==> config.mk <==
export PLATFORM = sky130hd
export DESIGN_NAME = dncount_timer
export DESIGN_NICKNAME = d
export VERILOG_FILES = /design/src/rtl/timer_pkg.sv /design/src/rtl/timer_regs.sv /design/src/rtl/timer_prescale.sv /design/src/rtl/timer_count.sv /design/src/rtl/dncount_timer.sv
export SDC_FILE = /design/constraint.sdc
export NUM_CORES = 1
export LEC_CHECK = 0
export ABC_CLOCK_PERIOD_IN_PS = 3860
export BUFFER_PORTS_ARGS = -buffer_cell sky130_fd_sc_hd__buf_2
export CAP_MARGIN = 40
export CORE_MARGIN = 8
export CORE_UTILIZATION = 30
export DETAILED_ROUTE_END_ITERATION = 6
export MAX_ROUTING_LAYER = met4
export PLACE_DENSITY_LB_ADDON = 0.12
export SLEW_MARGIN = 20
export SYNTH_ARGS = -nofsm -noshare
export SYNTH_HDL_FRONTEND = slang
export SYNTH_SLANG_ARGS = --single-unit
==> constraint.sdc <==
create_clock -name clk -period 3.86 [get_ports clk]
set_input_delay 0.772 -clock clk [delete_from_list [all_inputs] [get_ports clk]]
set_output_delay 0.772 -clock clk [all_outputs]
set_load 0.005 [all_outputs]
==> src/rtl/timer_pkg.sv <==
package timer_pkg;
  localparam int DATA_W = 32;
  localparam int ADDR_W = 5;
  localparam int PRE_W  = 12;

  localparam logic [ADDR_W-1:0] OFS_CTRL = 5'h00;
  localparam logic [ADDR_W-1:0] OFS_STAT = 5'h04;
  localparam logic [ADDR_W-1:0] OFS_LOAD = 5'h08;
  localparam logic [ADDR_W-1:0] OFS_CMP  = 5'h0C;
  localparam logic [ADDR_W-1:0] OFS_CNT  = 5'h10;

  // Bits software may hold in the control word (20 and 31:26 stay zero)
  localparam logic [DATA_W-1:0] CTRL_KEEP = 32'h03EF_FFFF;

  typedef enum logic [1:0] {
    PIN_OFF    = 2'd0,
    PIN_TOGGLE = 2'd1,
    PIN_CLEAR  = 2'd2,
    PIN_SET    = 2'd3
  } pin_mode_e;

  typedef struct packed {
    logic [5:0]       rsvd_hi;
    logic [1:0]       src_sel;
    pin_mode_e        pin_mode;
    logic             stop_en;
    logic             rsvd20;
    logic             wait_en;
    logic             dbg_en;
    logic             ovw;
    logic             swrst;
    logic [PRE_W-1:0] divider;
    logic             reload;
    logic             irq_en;
    logic             restart_mode;
    logic             run;
  } ctrl_t;
endpackage

==> src/rtl/timer_regs.sv <==
module timer_regs
  import timer_pkg::*;
(
  input  logic              clk,
  input  logic              rst_n,
  input  logic [ADDR_W-1:0] bus_addr,
  input  logic [DATA_W-1:0] bus_wdata,
  input  logic              bus_we,
  input  logic [DATA_W-1:0] cnt_val,
  input  logic              match_evt,
  output ctrl_t             ctrl_q,
  output logic [DATA_W-1:0] load_q,
  output logic [DATA_W-1:0] cmp_q,
  output logic              flag_q,
  output logic              srst,
  output logic              ctrl_wr,
  output logic              restart,
  output logic [DATA_W-1:0] restart_val,
  output logic              ovw_wr,
  output logic [DATA_W-1:0] bus_rdata
);
  logic wr_stat, wr_load, wr_cmp;

  assign ctrl_wr = bus_we && (bus_addr == OFS_CTRL);
  assign wr_stat = bus_we && (bus_addr == OFS_STAT);
  assign wr_load = bus_we && (bus_addr == OFS_LOAD);
  assign wr_cmp  = bus_we && (bus_addr == OFS_CMP);
  assign srst    = ctrl_q.swrst;

  // run rising through a control write with restart-on-enable requested
  assign restart     = ctrl_wr && bus_wdata[0] && bus_wdata[1] && !ctrl_q.run;
  assign restart_val = bus_wdata[3] ? load_q : '1;
  assign ovw_wr      = wr_load && ctrl_q.ovw;

  always_ff @(posedge clk) begin
    if (!rst_n || srst) begin
      ctrl_q <= '0;
      load_q <= '1;
      cmp_q  <= '0;
      flag_q <= 1'b0;
    end else begin
      if (ctrl_wr) ctrl_q <= ctrl_t'(bus_wdata & CTRL_KEEP);
      if (wr_load) load_q <= bus_wdata;
      if (wr_cmp)  cmp_q  <= bus_wdata;
      if (match_evt)                  flag_q <= 1'b1;
      else if (wr_stat && bus_wdata[0]) flag_q <= 1'b0;
    end
  end

  always_comb begin
    unique case (bus_addr)
      OFS_CTRL: bus_rdata = ctrl_q;
      OFS_STAT: bus_rdata = {{(DATA_W-1){1'b0}}, flag_q};
      OFS_LOAD: bus_rdata = load_q;
      OFS_CMP:  bus_rdata = cmp_q;
      OFS_CNT:  bus_rdata = cnt_val;
      default:  bus_rdata = '0;
    endcase
  end
endmodule

==> src/rtl/timer_prescale.sv <==
module timer_prescale
  import timer_pkg::*;
(
  input  logic             clk,
  input  logic             rst_n,
  input  logic             srst,
  input  logic             phase_clr,
  input  logic             run,
  input  logic [1:0]       src_sel,
  input  logic [PRE_W-1:0] divider,
  input  logic             tick_a,
  input  logic             tick_b,
  input  logic             tick_c,
  output logic             step
);
  logic [3:0]       src_vec;
  logic             sel_tick;
  logic [PRE_W-1:0] phase_q;

  assign src_vec  = {tick_c, tick_b, tick_a, 1'b0};
  assign sel_tick = run && src_vec[src_sel];
  assign step     = sel_tick && (phase_q == '0) && !phase_clr;

  always_ff @(posedge clk) begin
    if (!rst_n || srst || phase_clr) phase_q <= '0;
    else if (sel_tick)               phase_q <= (phase_q == '0) ? divider : phase_q - 1'b1;
  end
endmodule

==> src/rtl/timer_count.sv <==
module timer_count
  import timer_pkg::*;
(
  input  logic              clk,
  input  logic              rst_n,
  input  logic              srst,
  input  logic              step,
  input  logic              reload,
  input  logic [DATA_W-1:0] load_val,
  input  logic [DATA_W-1:0] cmp_val,
  input  logic              restart,
  input  logic [DATA_W-1:0] restart_val,
  input  logic              ovw_wr,
  input  logic [DATA_W-1:0] ovw_val,
  input  pin_mode_e         pin_mode,
  output logic [DATA_W-1:0] cnt_q,
  output logic              match_evt,
  output logic              pin
);
  logic [DATA_W-1:0] cnt_nxt;
  logic              pin_q;

  assign cnt_nxt   = (cnt_q == '0) ? (reload ? load_val : '1) : cnt_q - 1'b1;
  assign match_evt = step && !restart && !ovw_wr && (cnt_nxt == cmp_val);
  assign pin       = (pin_mode != PIN_OFF) && pin_q;

  always_ff @(posedge clk) begin
    if (!rst_n || srst)  cnt_q <= '1;
    else if (restart)    cnt_q <= restart_val;
    else if (ovw_wr)     cnt_q <= ovw_val;
    else if (step)       cnt_q <= cnt_nxt;
  end

  always_ff @(posedge clk) begin
    if (!rst_n || srst) pin_q <= 1'b0;
    else if (match_evt) begin
      unique case (pin_mode)
        PIN_TOGGLE: pin_q <= !pin_q;
        PIN_CLEAR:  pin_q <= 1'b0;
        PIN_SET:    pin_q <= 1'b1;
        default:    pin_q <= pin_q;
      endcase
    end
  end
endmodule

==> src/rtl/dncount_timer.sv <==
module dncount_timer
  import timer_pkg::*;
(
  input  logic              clk,
  input  logic              rst_n,
  input  logic [ADDR_W-1:0] bus_addr,
  input  logic [DATA_W-1:0] bus_wdata,
  input  logic              bus_we,
  output logic [DATA_W-1:0] bus_rdata,
  input  logic              src_periph_tick,
  input  logic              src_refhi_tick,
  input  logic              src_reflo_tick,
  output logic              irq,
  output logic              cmp_pin
);
  ctrl_t             ctrl_q;
  logic [DATA_W-1:0] load_q, cmp_q, cnt_q, restart_val;
  logic              flag_q, srst, ctrl_wr, restart, ovw_wr, step, match_evt;

  timer_regs u_regs (
    .clk, .rst_n, .bus_addr, .bus_wdata, .bus_we,
    .cnt_val(cnt_q), .match_evt,
    .ctrl_q, .load_q, .cmp_q, .flag_q, .srst, .ctrl_wr,
    .restart, .restart_val, .ovw_wr, .bus_rdata
  );

  timer_prescale u_pre (
    .clk, .rst_n, .srst,
    .phase_clr(ctrl_wr || ovw_wr),
    .run(ctrl_q.run), .src_sel(ctrl_q.src_sel), .divider(ctrl_q.divider),
    .tick_a(src_periph_tick), .tick_b(src_refhi_tick), .tick_c(src_reflo_tick),
    .step
  );

  timer_count u_cnt (
    .clk, .rst_n, .srst, .step,
    .reload(ctrl_q.reload), .load_val(load_q), .cmp_val(cmp_q),
    .restart, .restart_val, .ovw_wr, .ovw_val(bus_wdata),
    .pin_mode(ctrl_q.pin_mode),
    .cnt_q, .match_evt, .pin(cmp_pin)
  );

  assign irq = flag_q && ctrl_q.irq_en;
endmodule

==> metrics.txt <==
Power Density 325 nW/µm²; Peak VDD IR 0.000159 V; share of cells above drive strength 1 20.0%; Final Hold Vio Count 0; CP bufs+invs 2; WP data arrival 4.23 ns; Post-DP Area 9520 µm²; # port buffers 76; Max Freq 260 MHz; cells along the critical path inv_1 -> ha_1 -> or4b_4 -> or4_4 -> nor4_4 -> a211o_1 -> o2111ai_1 -> or4_1 -> nor4_2 -> buf_4 -> nand4_1 -> or4_1 -> nand3_1; Routability Congestion 0.946; CP max-delay cell or4_4; final wirelength 35800 µm; Hold WS 0.456 ns; Critical Path Most Common Cell or4_1; Starting Density 30.3%; failing checks DRC; Avg Vias per Cell 5.57; Non-Filler Instances 1595; Hold WC Path Type reg -> reg; vias 8888; Post-Synthesis Cell Area 8130 µm²; Crit path largest cell delay 0.59 ns; clock buffer depth 2; max cap viols 0; WP data required 4.24 ns; post-synthesis cell type count 63; number of synthesized flops with an enable pin 0; number of buffers created by CTS 17; Async S/R FF share, synth 0%; Reg area 2700 µm²; FF+latch count, synth 135; RSZ-0062 raised after global routing true; Ant. Diodes 0; Syn Area/Cell 7.30 µm²; H-tree Lvls 4; clock latency on the worst-skew pair 0.44 ns; Clk Tree Root Cell clkbuf_16; drt pass-1 iters 7; CTS tree yes; die height 181 µm; Setup violations, final 0; total negative slack 0 ns; nets 1288; largest net degree at the start of global routing 37; Synth area leader dfxtp_1; core area 26800 µm²; top cell type's share of synthesized area 33.2%; Worst Tran Pin Value 0.705 ns; top-count cell post-synth nand2_1; clk_skew 0.0133 ns; total die area 32600 µm²; Die X-Extent 181 µm; Crit Path Max Fanout 5; Final min period 3.85 ns; top cell family by delay on the critical path simple AND/OR/NAND/NOR gates; Residual DRC 4; startpoint types flop; Main synth FF type dfxtp_1; row count 60; synthesized instance count 1114; detailed placement HPWL 25600 µm; most instantiated cells after synthesis nand2_1, dfxtp_1, a21oi_1, clkbuf_1, nor2_1; area grow syn2layout 25.3%; syn_nets 1161; antenna violations before repair 0; Max-slew headroom 53.0%; sequential area share after synthesis 33.2%; gr usage total 22.5%; Synth area leaders dfxtp_1, nand2_1, a21oi_1; Tcrit/Tclk final 99.6%; Sink Count 135; placed insts 1559; grt total ovfl 0; first-pass GRT wire length 55400 µm; Leak Pwr 3.96 nW; number of global-route vias before repair 8840; multi-input logic area 5040 µm²; CP Capture Type flop; Boundary Pins 77; clock edge transition at the registers on the reported setup and hold paths 0.06 ns; DRT antenna net count 0; Fillers 2845; Synth Warn # 0; Routed wire per std cell 22.4 µm; max-slew violation count 0; status finished, violations left; critical path class reg -> reg; DR iter-0 viols 703; post-route cell area 10200 µm²
-- cell type report --
class / count / area share (%)
sequential: 135 / 26.5
inverter: 29 / 1.07
tap: 341 / 4.19
clock buffer: 23 / 4.69
timing repair buffer: 195 / 12.9
clock inverter: 9 / 1.14
multi-input combinational: 863 / 49.5
-- per-stage QoR --
step                      worst slack, ns  power, mW  util [%]
after detailed placement           -0.109       1.64      35.5
after floorplan                     0.258       1.53         -
after CTS                          0.0110       3.33      37.8
final                              0.0137       3.31      38.0
after global routing               -0.110       3.41      38.0
after global placement             0.0215       1.64      35.5
-- power breakdown --
group	internal (mW)	switching (mW)	total [mW]	leakage, nW
Sequential	1.40	0.0129	1.42	1.09
Combinational	0.0694	0.124	0.194	2.59
Clock	1.01	0.697	1.70	0.276
-- metal layers --
layer	vias to the layer above	track usage [%]	wire length (µm)
met5	-	-	0
met4	0	6.48	586
met3	45	3.77	1890
met2	273	35.4	16500
met1	4315	29.2	16800
li1	4255	-	-
-- flip-flops by register name (all words and copies together), names as in the netlist --
| signal | cells |
|---|---|
| u_cnt.pin_q | 1 |
| u_cnt.cnt_q | 32 |
| u_pre.phase_q | 12 |
| u_regs.flag_q | 1 |
| u_regs.cmp_q | 32 |
| u_regs.srst | 1 |
| u_regs.load_q | 32 |
| u_regs.ctrl_q | 24 |
-- final timing paths --
path	startpoint	to	slack (ns)	cells after the start
worst min register to register	u_regs.ctrl_q[19]	u_regs.ctrl_q[19]	0.46	2
worst max-delay path	u_cnt.cnt_q[0]	u_cnt.pin_q	0.01	13
worst min-delay path	u_regs.ctrl_q[19]	u_regs.ctrl_q[19]	0.46	2
worst max register to register	u_cnt.cnt_q[0]	u_cnt.pin_q	0.01	13
-- tightest hold or removal path: cells and delay by family, from the launching register on --
kind,cells,cell delay [ns]
flops,1,0.31
simple gates,1,0.05
compound gates,1,0.05
-- cells by family (layout without fill, tap and decap cells) --
kind of cell,Yosys count,after routing,share of synthesized area (%)
xor gates and xnor gates,37,37,3.99
buffers and inverters,116,256,5.62
adders and majority gates,4,4,0.616
AOI/OAI and AO/OA,261,261,21.0
and+or+nand+nor,521,521,30.5
DFF,135,135,33.2
muxes,40,40,4.97
-- timing repair --
| item | in CTS | in global routing |
|---|---|---|
| resized for setup | 4 | 5 |
| hold buffers | 0 | 0 |
| pin swaps | 0 | 5 |
| setup buffers | 1 | 3 |
| endpoints found under the hold margin | 0 | 0 |
| endpoints found under the setup margin | 1 | 2 |
-- placed cells by master (no fill, tap or decap), types with 4 or more instances in the layout --
| cell type | instances |
|---|---|
| nand3_1 | 44 |
| a31oi_1 | 6 |
| clkinvlp_4 | 4 |
| a211o_1 | 5 |
| nor4_1 | 21 |
| o2111ai_1 | 5 |
| inv_1 | 29 |
| a221oi_1 | 4 |
| xnor2_1 | 24 |
| clkbuf_16 | 17 |
| nor2_1 | 65 |
| buf_2 | 76 |
| o22ai_1 | 4 |
| nor2b_1 | 6 |
| mux2i_1 | 37 |
| nand4_1 | 33 |
| o211ai_1 | 8 |
| xor2_1 | 13 |
| or3_1 | 18 |
| a221o_1 | 25 |
| nand2_1 | 248 |
| nand3b_1 | 4 |
| and2_1 | 6 |
| o21ai_0 | 57 |
| a22oi_1 | 20 |
| a21oi_1 | 88 |
| dfxtp_1 | 135 |
| or4_1 | 4 |
| a222oi_1 | 8 |
| nor4_4 | 4 |
| nor3_2 | 4 |
| buf_4 | 116 |
| and3_1 | 6 |
| ha_1 | 4 |
| nor3_1 | 25 |
| o31ai_1 | 6 |
| nand2b_1 | 11 |
| or2_2 | 5 |
(Power assumes the default switching activity.)
